<file path="src/rtl/pg_pkg.sv">
package pg_pkg;

  typedef enum logic [1:0] {
    PG_OFF   = 2'd0,
    PG_QUAL  = 2'd1,
    PG_GOOD  = 2'd2,
    PG_DRAIN = 2'd3
  } pg_state_e;

  // counter width able to hold 0 .. n-1 for n >= 1
  function automatic int unsigned cnt_width(input int unsigned n);
    int unsigned w;
    w = 1;
    while ((1 << w) < n) w++;
    return w;
  endfunction

  // true when the current tick completes a window of len ticks
  function automatic logic tick_is_last(input int unsigned cnt, input int unsigned len);
    return cnt == (len - 1);
  endfunction

endpackage

</file>
<file path="src/rtl/pg_window_decode.sv">
module pg_window_decode (
  input  logic over_low,
  input  logic under_high,
  output logic in_win,
  output logic out_low,
  output logic out_high
);
  assign in_win   = over_low & under_high;
  assign out_low  = ~over_low;
  assign out_high = ~under_high;
endmodule

</file>
<file path="src/rtl/pg_tick_timer.sv">
module pg_tick_timer #(
  parameter int unsigned LIMIT = 16,
  localparam int unsigned CW   = pg_pkg::cnt_width(LIMIT)
) (
  input  logic          clk,
  input  logic          rst_n,
  input  logic          clr,
  input  logic          inc,
  output logic [CW-1:0] cnt
);
  always_ff @(posedge clk) begin
    if (!rst_n || clr) cnt <= '0;
    else if (inc)      cnt <= cnt + 1'b1;
  end

  AST_TMR_BOUND: assert property (@(posedge clk) disable iff (!rst_n)
    (32'(cnt) < LIMIT));
endmodule

</file>
<file path="src/rtl/pg_seq_ctrl.sv">
module pg_seq_ctrl
  import pg_pkg::*;
#(
  parameter int unsigned QUAL_CYCLES = 16,
  parameter int unsigned SHDN_CYCLES = 4,
  parameter int unsigned CW          = 4
) (
  input  logic          clk,
  input  logic          rst_n,
  input  logic          vin_ok,
  input  logic          in_win,
  input  logic          shdn_req,
  input  logic [CW-1:0] cnt,
  output logic          tmr_clr,
  output logic          tmr_inc,
  output logic          tmr_last,
  output logic          good,
  output logic          pull_low
);
  pg_state_e state, nxt;
  logic qual_last, drain_last, qual_ok;

  assign qual_last  = tick_is_last(32'(cnt), QUAL_CYCLES);
  assign drain_last = tick_is_last(32'(cnt), SHDN_CYCLES);
  assign tmr_last   = (state == PG_DRAIN) ? drain_last : qual_last;
  assign qual_ok    = in_win & ~shdn_req;

  always_comb begin
    nxt     = state;
    tmr_clr = 1'b0;
    tmr_inc = 1'b0;
    if (!vin_ok) begin
      nxt     = PG_OFF;
      tmr_clr = 1'b1;
    end else begin
      unique case (state)
        PG_OFF, PG_QUAL: begin
          if (qual_ok && qual_last) begin
            nxt     = PG_GOOD;
            tmr_clr = 1'b1;
          end else if (qual_ok) begin
            nxt     = PG_QUAL;
            tmr_inc = 1'b1;
          end else begin
            nxt     = PG_QUAL;
            tmr_clr = 1'b1;
          end
        end
        PG_GOOD: begin
          tmr_clr = 1'b1;
          if (!in_win)       nxt = PG_QUAL;
          else if (shdn_req) nxt = PG_DRAIN;
        end
        PG_DRAIN: begin
          if (!in_win || drain_last) begin
            nxt     = PG_QUAL;
            tmr_clr = 1'b1;
          end else begin
            tmr_inc = 1'b1;
          end
        end
        default: begin
          nxt     = PG_OFF;
          tmr_clr = 1'b1;
        end
      endcase
    end
  end

  always_ff @(posedge clk) begin
    if (!rst_n) state <= PG_OFF;
    else        state <= nxt;
  end

  assign good     = (state == PG_GOOD) || (state == PG_DRAIN);
  assign pull_low = (state == PG_QUAL);

  AST_WINDOW_EXIT: assert property (@(posedge clk) disable iff (!rst_n)
    (good && !in_win) |=> !good);
  AST_NO_SUPPLY: assert property (@(posedge clk) disable iff (!rst_n)
    !vin_ok |=> (!good && !pull_low));
  AST_EXCLUSIVE: assert property (@(posedge clk) disable iff (!rst_n)
    !(good && pull_low));
  AST_RISE_QUALIFIED: assert property (@(posedge clk) disable iff (!rst_n)
    $rose(good) |-> ($past(in_win) && !$past(shdn_req) && $past(tmr_last)));
  AST_DRAIN_HOLD: assert property (@(posedge clk) disable iff (!rst_n)
    (state == PG_DRAIN && in_win && vin_ok && !tmr_last) |=> good);
  AST_SHDN_BLOCKS: assert property (@(posedge clk) disable iff (!rst_n)
    (!good && shdn_req) |=> !good);
endmodule

</file>
<file path="src/rtl/pg_window_supervisor.sv">
module pg_window_supervisor #(
  parameter int unsigned QUAL_CYCLES = 150000,
  parameter int unsigned SHDN_CYCLES = 1250
) (
  input  logic clk,
  input  logic rst_n,
  input  logic fb_over_low,
  input  logic fb_under_high,
  input  logic vin_ok,
  input  logic shdn_req,
  output logic pg_good,
  output logic pg_pull_low
);
  localparam int unsigned LIMIT = (QUAL_CYCLES > SHDN_CYCLES) ? QUAL_CYCLES : SHDN_CYCLES;
  localparam int unsigned CW    = pg_pkg::cnt_width(LIMIT);

  logic          in_win, out_low, out_high;
  logic          tmr_clr, tmr_inc, tmr_last;
  logic [CW-1:0] cnt;

  pg_window_decode u_win (
    .over_low  (fb_over_low),
    .under_high(fb_under_high),
    .in_win    (in_win),
    .out_low   (out_low),
    .out_high  (out_high)
  );

  pg_tick_timer #(.LIMIT(LIMIT)) u_tmr (
    .clk  (clk),
    .rst_n(rst_n),
    .clr  (tmr_clr),
    .inc  (tmr_inc),
    .cnt  (cnt)
  );

  pg_seq_ctrl #(
    .QUAL_CYCLES(QUAL_CYCLES),
    .SHDN_CYCLES(SHDN_CYCLES),
    .CW         (CW)
  ) u_ctrl (
    .clk     (clk),
    .rst_n   (rst_n),
    .vin_ok  (vin_ok),
    .in_win  (in_win),
    .shdn_req(shdn_req),
    .cnt     (cnt),
    .tmr_clr (tmr_clr),
    .tmr_inc (tmr_inc),
    .tmr_last(tmr_last),
    .good    (pg_good),
    .pull_low(pg_pull_low)
  );

  AST_WIN_FLAGS: assert property (@(posedge clk) disable iff (!rst_n)
    in_win |-> (!out_low && !out_high));
endmodule

</file>
<file path="config.mk">
export PLATFORM = sky130hd
export DESIGN_NAME = pg_window_supervisor
export DESIGN_NICKNAME = d
export VERILOG_FILES = /design/src/rtl/pg_pkg.sv /design/src/rtl/pg_window_decode.sv /design/src/rtl/pg_tick_timer.sv /design/src/rtl/pg_seq_ctrl.sv /design/src/rtl/pg_window_supervisor.sv
export SDC_FILE = /design/constraint.sdc
export NUM_CORES = 1
export LEC_CHECK = 0
export ABC_AREA = 1
export CORE_AREA = 3 3 55 44
export CTS_BUF_LIST = sky130_fd_sc_hd__clkbuf_8
export CTS_CLUSTER_SIZE = 28
export DETAILED_ROUTE_END_ITERATION = 6
export DIE_AREA = 0 0 58 47
export GPL_TIMING_DRIVEN = 0
export PLACE_DENSITY = 0.85
export SLEW_MARGIN = 20
export SYNTH_ARGS = -nofsm -noshare
export SYNTH_HDL_FRONTEND = slang
export SYNTH_SLANG_ARGS = --single-unit
</file>
<file path="constraint.sdc">
create_clock -name clk -period 1.65 [get_ports clk]
set_input_delay 0.165 -clock clk [delete_from_list [all_inputs] [get_ports clk]]
set_output_delay 0.165 -clock clk [all_outputs]
set_load 0.005 [all_outputs]
</file>
After elaboration in Yosys (flattened, before gate mapping)
Index checks and enable logic that the tools add are counted.
{"block": "op_classes", "addsub": 1, "n_eq_ne": 7, "muxes": 15, "n_bitwise": 3, "reduce_logical": 10}
{"op": "adder 18 x 1 -> 18 bit, second input constant", "count": 1}
{"op": "== test 18 x 11 -> 1 bit, second input constant", "count": 1}
{"op": "== test 18 bit, second input constant", "count": 1}
{"op": "2-to-1 mux 1 bit", "count": 8}
{"op": "2-to-1 mux 2 bit", "count": 4}
{"op": "case mux 2 bit (3 select lines)", "count": 1}
{"op": "== test 2 bit, second input constant", "count": 2}
{"op": "AND reduction 2 bit", "count": 2}
{"op": "logical OR 1 bit", "count": 3}
{"op": "!= test 3 bit, second input constant", "count": 1}
{"op": "case mux 1 bit (3 select lines)", "count": 1}
{"op": "AND 1 bit", "count": 2}
{"op": "== test 2 x 1 -> 1 bit, second input constant", "count": 1}
{"op": "logical NOT 1 bit", "count": 2}
{"op": "logical NOT 2 bit", "count": 1}
{"op": "!= test 2 x 1 -> 1 bit, second input constant", "count": 1}
{"op": "case mux 1 bit (2 select lines)", "count": 1}
{"op": "OR reduction 2 bit", "count": 1}
{"op": "logical AND 1 bit", "count": 1}
{"op": "inverter 1 bit", "count": 1}
{"block": "word_totals", "ff_bits": 20, "inputBits": 6, "out_inout_bits": 2, "elab_cells": 38}

Longest topological paths before layout
Gate-level depths: netlist of run 1.
{"block": "depth", "ltp_word": 7, "ltp_mapped": 11, "depth_no_buf": 10}

By module
Synthesis of run 1 repeated with hierarchy kept, for this count alone.
{"block": "hier_totals", "cells_unflattened": 212, "area_unflattened_um2": 1330.0}
{"module": "pg_tick_timer", "n_inst": 1, "cells_each": 153, "area_per_inst_um2": 997.2, "seq_area_each_um2": 360.3}
{"module": "pg_seq_ctrl", "n_inst": 1, "cells_each": 55, "area_per_inst_um2": 317.8, "seq_area_each_um2": 40.0}
{"module": "pg_window_decode", "n_inst": 1, "cells_each": 4, "area_per_inst_um2": 15.0, "seq_area_each_um2": 0.0}

Least setup slack after synthesis of run 1
OpenSTA, ideal clock, no wires.
{"block": "synth_path", "path_kind": "flip-flop to flip-flop", "from": "register u_tmr.cnt[0]", "to": "register u_tmr.cnt[15]", "setup_time_ns": 0.115, "arrival_time_ns": 1.393, "required_time_ns": 1.535, "slack_ns": 0.142, "path_stages_with_launch": 12, "n_path_buf": 1, "synth_period_minus_slack_ns": 1.508, "cell_sequence": "dfxtp_1 -> ha_1 -> nand2_2 -> nor2_4 -> nand2_2 -> nor2_2 -> nand2_1 -> nand2_1 -> nand2_2 -> nand2_4 -> buf_12 -> nor2_2"}
{"block": "synth_between", "elab_chain_len": 6, "word_cells_on_any_way": 14, "cone_classes": "1 x add/sub; 2 x eq/ne; 8 x mux; 3 x reduce/logical"}
{"element": "from (decl)", "line": "pg_tick_timer.sv:9", "source": "output logic [CW-1:0] cnt"}
{"element": "from (signal assigned)", "line": "pg_tick_timer.sv:13", "source": "else if (inc) cnt <= cnt + 1'b1;"}
{"element": "== test 18 x 11 -> 1 bit / == test 18 bit (equally long branches)", "line": "pg_pkg.sv:20", "source": "return cnt == (len - 1);"}
{"element": "logical OR 1 bit / logical AND 1 bit (equally long branches)", "line": "pg_seq_ctrl.sv:55, pg_seq_ctrl.sv:38"}
{"element": "2-to-1 mux 1 bit, on equally long branches", "line": "pg_seq_ctrl.sv:55, pg_seq_ctrl.sv:38"}
{"element": "case mux 1 bit (3 select lines)", "line": "pg_seq_ctrl.sv:36", "source": "unique case (state)"}
{"element": "2-to-1 mux 1 bit", "line": "pg_seq_ctrl.sv:32", "source": "if (!vin_ok) begin"}
{"element": "logical OR 1 bit", "line": "pg_tick_timer.sv:12", "source": "if (!rst_n || clr) cnt <= '0;"}
Parallel ways exist; a longest one is shown, timed or not.
A chain may end at the register's enable or synchronous reset.

Worst setup path after layout of run 1
{"block": "layout_path", "from": "register u_tmr.cnt[0]", "to": "register u_tmr.cnt[9]"}
The elaborated chain is that of the path after synthesis.

==> impl_metrics.yaml, run 1 <==
outcome:
  status: "finished, final reports clean"
worst_hold_path:
  hold_path_class: "primary input to flip-flop"
  min_from: "vin_ok"
pwr:
  leakage_nw: 0.504
  peakVddDrop_v: 0.000559
  p_per_area_nw_per_um2: 629
logic_synthesis:
  synth_seq_cells: 20
  ys_seq_area_frac: 0.359
  synth_fp_nets: 166
  netlist_area_sq_um: 1120
  avgSynthCellArea_sq_um: 7.06
  synth.largest_area_cell: "dfxtp_1"
  ys_types: 18
  synthTopCellsByArea: "dfxtp_1 36%, nand2_1 9.4%, nand3_1 8.1%"
  syn_inst: 158
  ys_warn_count: 0
  yosysTopAreaCellShare: 0.359
global_route:
  grt_usage: 0.177
  grt_pass1_vias: 872
  overflow: 0
  antenna_found_initial: 0
  grt_pass1_wl_mm: 3.56
  grt_max_degree: 11
clocking:
  cts_buffers: 3
  cts_tree: "done"
  clk_latency_ns: 0.26
  cts_sinks: 20
  htree_num_levels: 1
  clk_pin_slew_worst_paths_ns: 0.07
  cts-root-buf: "clkbuf_8"
  cts.path.max_buffers: 2
  hold_buffers: 0
floorplan:
  initial_utilization: 0.569
  die_x_microns: 58
  ios: 8
  fp.dieH_microns: 47
  coreArea_sq_um: 1960
  die-area_sq_um: 2730
  std_cell_rows: 14
placed_design:
  port_buffers: 7
  dp_hpwl_mm: 1.61
  place_congestion: 0.911
setup_path:
  cp_common_cell: "nand2_2"
  path_cells: "ha_4 -> nand2_2 -> nor2_4 -> nand2_2 -> nor2_2 -> nand2_1 -> nand2_1 -> nand2_2 -> nand2_4 -> buf_12 -> nor2_2"
  crit_path_start: "u_tmr.cnt[0]$_SDFFE_PP0P_"
  crit_path_start_kind: "flip-flop"
  crit_path_max_incr_delay_ns: 0.37
  path_buf_inv: 1
  worstSetupPathType: "flip-flop to flip-flop"
  worstReg2RegStart: "u_tmr.cnt[0]$_SDFFE_PP0P_"
  cp_max_fo: 10
  critical-path-top-delay-family: "simple AND/OR/NAND/NOR gates"
  crit_required_ns: 1.80
  end_kind: "flip-flop"
  cp_slowest_cell: "dfxtp_4"
  cp_data_arrival_time_ns: 1.68
routing:
  ant_nets: 0
  drc: 0
  totalWireLength_mm: 2.32
  wl_per_cell_microns: 11.8
  drt_iter0_drc: 30
  vias: 1023
  dr.pass1.iters: 4
  viasPerCell: 5.22
final_layout:
  diodes: 0
  syn2layout_area_growth_pct: 18.3
  fin_nets: 182
  drive_gt1_frac: 0.192
sta:
  clock.fmax_mhz: 651
  finalSetupViolCount: 0
  skew_ns: 0.00748
  holdWs_ns: 0.472
  fin_crit_sh: 0.931
  setup_tns_ns: 0
  worstMarginPinSlew_ns: 0.258
  max-slew-margin-rel: 0.826
  rsz0062_at_grt: "false"
  final_max_slew_viol_count: 0
  period_minus_slack_ns: 1.54
  hold_viol: 0
flow_run:
  maxCapViolations: 0
## layer usage
layer / track usage / vias up / part of all wire
met2: 0.329 / 28 / 0.51
met5: 0 / - / 0
met4: 0.0417 / 0 / 0.0052
li1: - / 519 / -
met3: 0.0577 / 2 / 0.049
met1: 0.201 / 474 / 0.43
## metrics by stage
stage | std cells | utilization | total power [mW] | setup WS [ns] | area, sq um
global route | 196 | 0.673 | 0.853 | 0.00549 | 1320
global placement | 189 | 0.620 | 0.527 | -0.00702 | 1220
CTS | 194 | 0.649 | 0.837 | 0.0307 | 1270
floorplan | 158 | - | 0.510 | 0.142 | 1120
finish | 196 | 0.673 | 0.831 | 0.114 | 1320
detailed placement | 189 | 0.620 | 0.528 | -0.0349 | 1220
## cell usage in the layout (no fill, tap or decap), types with 2 or more instances in the layout
cell type	instances
xor2_1	7
buf_4	3
inv_1	24
a21oi_1	7
nor2_2	13
clkbuf_8	3
clkdlybuf4s50_1	7
nand2_2	3
xnor2_1	2
nor2_1	18
nor3_1	6
dfxtp_1	17
nand2_1	28
nand2_4	2
dfxtp_2	2
nand4_1	3
nand3_1	18
nor2_4	2
## final cells by class
cell class	count	area [sq um]
Buffer	2	23.8
Clock buffer	3	41.3
Fill cell	164	642
Inverter	24	90.1
Multi-Input combinational cell	112	624
Sequential cell	20	407
Tap cell	24	30.0
Timing Repair Buffer	11	104
## worst min-delay path, cell delays in order
cell,delay [ns]
clkdlybuf4s50_1,0.39
nand2_1,0.07
a21oi_1,0.05
## kinds of logic after synthesis
| kind of cell | after synthesis | synth area share |
|---|---|---|
| buf+inv | 26 | 0.102 |
| simple gates | 94 | 0.415 |
| fa+ha+maj | 2 | 0.0224 |
| xor+xnor | 9 | 0.0706 |
| compound gates | 7 | 0.0314 |
| flops | 20 | 0.359 |
## cells in the mapped netlist
| library cell | number |
|---|---|
| nand2_1 | 28 |
| inv_1 | 24 |
| dfxtp_1 | 20 |
| nor2_1 | 20 |
| nand3_1 | 18 |
| nor2_2 | 11 |
| a21oi_1 | 7 |
| xor2_1 | 7 |
| nor3_1 | 6 |
| nand2_2 | 4 |
| nand4_1 | 3 |
| ha_1 | 2 |
| nor2_4 | 2 |
| xnor2_1 | 2 |
| buf_12 | 1 |
| clkbuf_1 | 1 |
| nand2_4 | 1 |
| nor3_4 | 1 |
## flip-flops by register name, indices dropped and copies added (netlist names)
register	cells
u_tmr.cnt	18
u_ctrl.state	2
## power by group
group | leakage [nW] | internal (mW) | total, mW | switching [mW]
logic | 0.319 | 0.0179 | 0.0324 | 0.0145
clock network | 0.0216 | 0.163 | 0.314 | 0.152
registers | 0.163 | 0.483 | 0.484 | 0.00134
total | 0.504 | 0.663 | 0.831 | 0.168
## final timing paths
check	to	depth (start not counted)	slack [ns]
worst max-delay path	u_tmr.cnt[9]$_SDFFE_PP0P_	11	0.11
worst min-delay path	u_ctrl.state[0]$_SDFFE_PN0P_	3	0.47
worst max register to register	u_tmr.cnt[9]$_SDFFE_PP0P_	11	0.11
worst min register to register	u_tmr.cnt[13]$_SDFFE_PP0P_	2	0.52
## what timing repair did
action / in CTS / in global routing
endpoints found under the setup margin: 10 / 13
pin swaps: 1 / 3
setup buffers: 2 / 2
resized for setup: 1 / 9
gates cloned: 0 / 0
(Power assumes the default switching activity.)
==> run 2: changes to the inputs <==
--- a/config.mk
+++ b/config.mk
@@ -13,6 +13,7 @@
 export DIE_AREA = 0 0 58 47
 export GPL_TIMING_DRIVEN = 0
 export PLACE_DENSITY = 0.85
+export REMOVE_ABC_BUFFERS = 1
 export SLEW_MARGIN = 20
 export SYNTH_ARGS = -nofsm -noshare
 export SYNTH_HDL_FRONTEND = slang
==> run 2 against run 1 <==
Via count grew 3.0%. Sequential power is essentially flat. Design area shrank 1.0%. Maximum frequency shrank 2.6%. Largest power group unchanged.
==> impl_metrics.yaml, run 2 (synthesized netlist as in run 1, its figures left out) <==
clocking:
  clk_pin_slew_worst_paths_ns: 0.08
  cts_sinks: 20
  cts-root-buf: "clkbuf_8"
  htree_num_levels: 1
  cts_tree: "done"
  cts.path.max_buffers: 2
  clk_latency_ns: 0.26
  hold_buffers: 0
  cts_buffers: 3
placed_design:
  port_buffers: 7
  place_congestion: 0.814
  post_dp_cell_area_sq_um: 1190
  dp_hpwl_mm: 1.80
pwr:
  p_per_area_nw_per_um2: 693
  leakage_nw: 0.458
  power_mw: 0.905
  peakVddDrop_v: 0.000784
sta:
  holdWs_ns: 0.481
  max-slew-margin-rel: 0.705
  final_max_slew_viol_count: 0
  skew_ns: 0.00160
  clock.fmax_mhz: 635
  setup_tns_ns: 0
  worstMarginPinSlew_ns: 0.441
  finalSetupViolCount: 0
  hold_viol: 0
  period_minus_slack_ns: 1.58
  fin_crit_sh: 0.955
routing:
  viasPerCell: 5.46
  ant_nets: 0
  dr.pass1.iters: 4
  drt_iter0_drc: 66
  drc: 0
  totalWireLength_mm: 2.62
  vias: 1054
  wl_per_cell_microns: 13.6
floorplan:
  die-area_sq_um: 2730
  fp.dieH_microns: 47
  std_cell_rows: 14
  coreArea_sq_um: 1960
  initial_utilization: 0.569
  die_x_microns: 58
  ios: 8
final_layout:
  regMostFlops: "u_tmr.cnt"
  largest_reg_flops: 18
  fin_nets: 178
  mostFrequentLayoutCells: "27 x nand2_1, 24 x inv_1, 20 x nor2_1, 18 x nand3_1, 18 x dfxtp_1"
  fin_area_sq_um: 1310
  syn2layout_area_growth_pct: 17.0
  drive_gt1_frac: 0.172
  reg.largest.list: "u_tmr.cnt x18, u_ctrl.state x2"
  final_util: 0.666
  diodes: 0
  nFillCells: 147
  final_common_cell: "nand2_1"
setup_path:
  reg2reg_to: "u_tmr.cnt[7]$_SDFFE_PP0P_"
  r2r_slack_ns: 0.07
  cp_data_arrival_time_ns: 1.73
  worstSetupPathType: "flip-flop to flip-flop"
  rr_worst_depth: 10
  cp_max_fo: 8
  crit_path_start_kind: "flip-flop"
  crit_required_ns: 1.80
  worstReg2RegStart: "u_tmr.cnt[0]$_SDFFE_PP0P_"
  end_kind: "flip-flop"
global_route:
  antenna_found_initial: 0
  grt_pass1_vias: 939
  grt_usage: 0.206
  grt_max_degree: 12
  grt_pass1_wl_mm: 4.11
  overflow: 0
worst_hold_path:
  min_from: "u_tmr.cnt[3]$_SDFFE_PP0P_"
  hold_path_class: "flip-flop to flip-flop"
  holdPathStages: 2
  hold_path_end: "u_tmr.cnt[3]$_SDFFE_PP0P_"
outcome:
  status: "finished, final reports clean"
flow_run:
  maxCapViolations: 0
run 2: layout make-up:
| cell class | instances | area, sq um | area share |
|---|---|---|---|
| flip-flops and latches | 20 | 403 | 0.308 |
| repair buffers | 8 | 77.6 | 0.0594 |
| multi-input cells | 113 | 651 | 0.498 |
| well taps | 24 | 30.0 | 0.0230 |
| inverters | 24 | 90.1 | 0.0690 |
| clock buffers | 4 | 55.1 | 0.0421 |
run 2: stage by stage:
stage	setup slack, ns	std cells
global route	-0.0212	193
CTS	0.00546	192
global placement	0.0244	187
finish	0.0742	193
detailed placement	-0.0801	187
floorplan	0.171	156
run 2: how the worst max path moves through the flow:
stage,startpoint,to,slack [ns]
after floorplan,u_tmr.cnt[0]$_SDFFE_PP0P_,u_tmr.cnt[12]$_SDFFE_PP0P_,0.17
after global placement,u_tmr.cnt[0]$_SDFFE_PP0P_,u_tmr.cnt[12]$_SDFFE_PP0P_,0.02
final,u_tmr.cnt[0]$_SDFFE_PP0P_,u_tmr.cnt[7]$_SDFFE_PP0P_,0.07
after detailed placement,u_tmr.cnt[0]$_SDFFE_PP0P_,u_tmr.cnt[8]$_SDFFE_PP0P_,-0.08
after global routing,u_tmr.cnt[0]$_SDFFE_PP0P_,u_tmr.cnt[3]$_SDFFE_PP0P_,-0.02
after CTS,u_tmr.cnt[0]$_SDFFE_PP0P_,u_tmr.cnt[4]$_SDFFE_PP0P_,0.005
run 2: worst max-delay path: stages, from the launching register on:
cell and delay [ns]:
dfxtp_2 0.40, ha_4 0.16, nand2_2 0.07, nor2_4 0.18, nand2_2 0.06, nor2_2 0.12
nand2_1 0.07, nand2_2 0.09, nand2_4 0.12, nand2_8 0.13, a21oi_1 0.06
run 2: report_power, final:
| group | switching (mW) | internal (mW) | leakage (nW) | total (mW) |
|---|---|---|---|---|
| Combinational | 0.0201 | 0.0178 | 0.267 | 0.0379 |
| Clock | 0.169 | 0.213 | 0.0288 | 0.382 |
| Sequential | 0.00159 | 0.484 | 0.162 | 0.486 |
run 2: metal layers:
metal  GRT usage  wire length (microns)  vias to the layer above
met1       0.235                   1080                      476
met5           0                      0                        -
li1            -                      -                      514
met2       0.390                   1290                       51
met3      0.0577                    185                       13
met4      0.0509                     65                        0
run 2: timing repair:
item,in CTS,in global routing
endpoints found under the setup margin,15,18
endpoints found under the hold margin,0,0
setup buffers,0,1
pin swaps,2,4
gates resized for setup,2,6
cloned,1,0
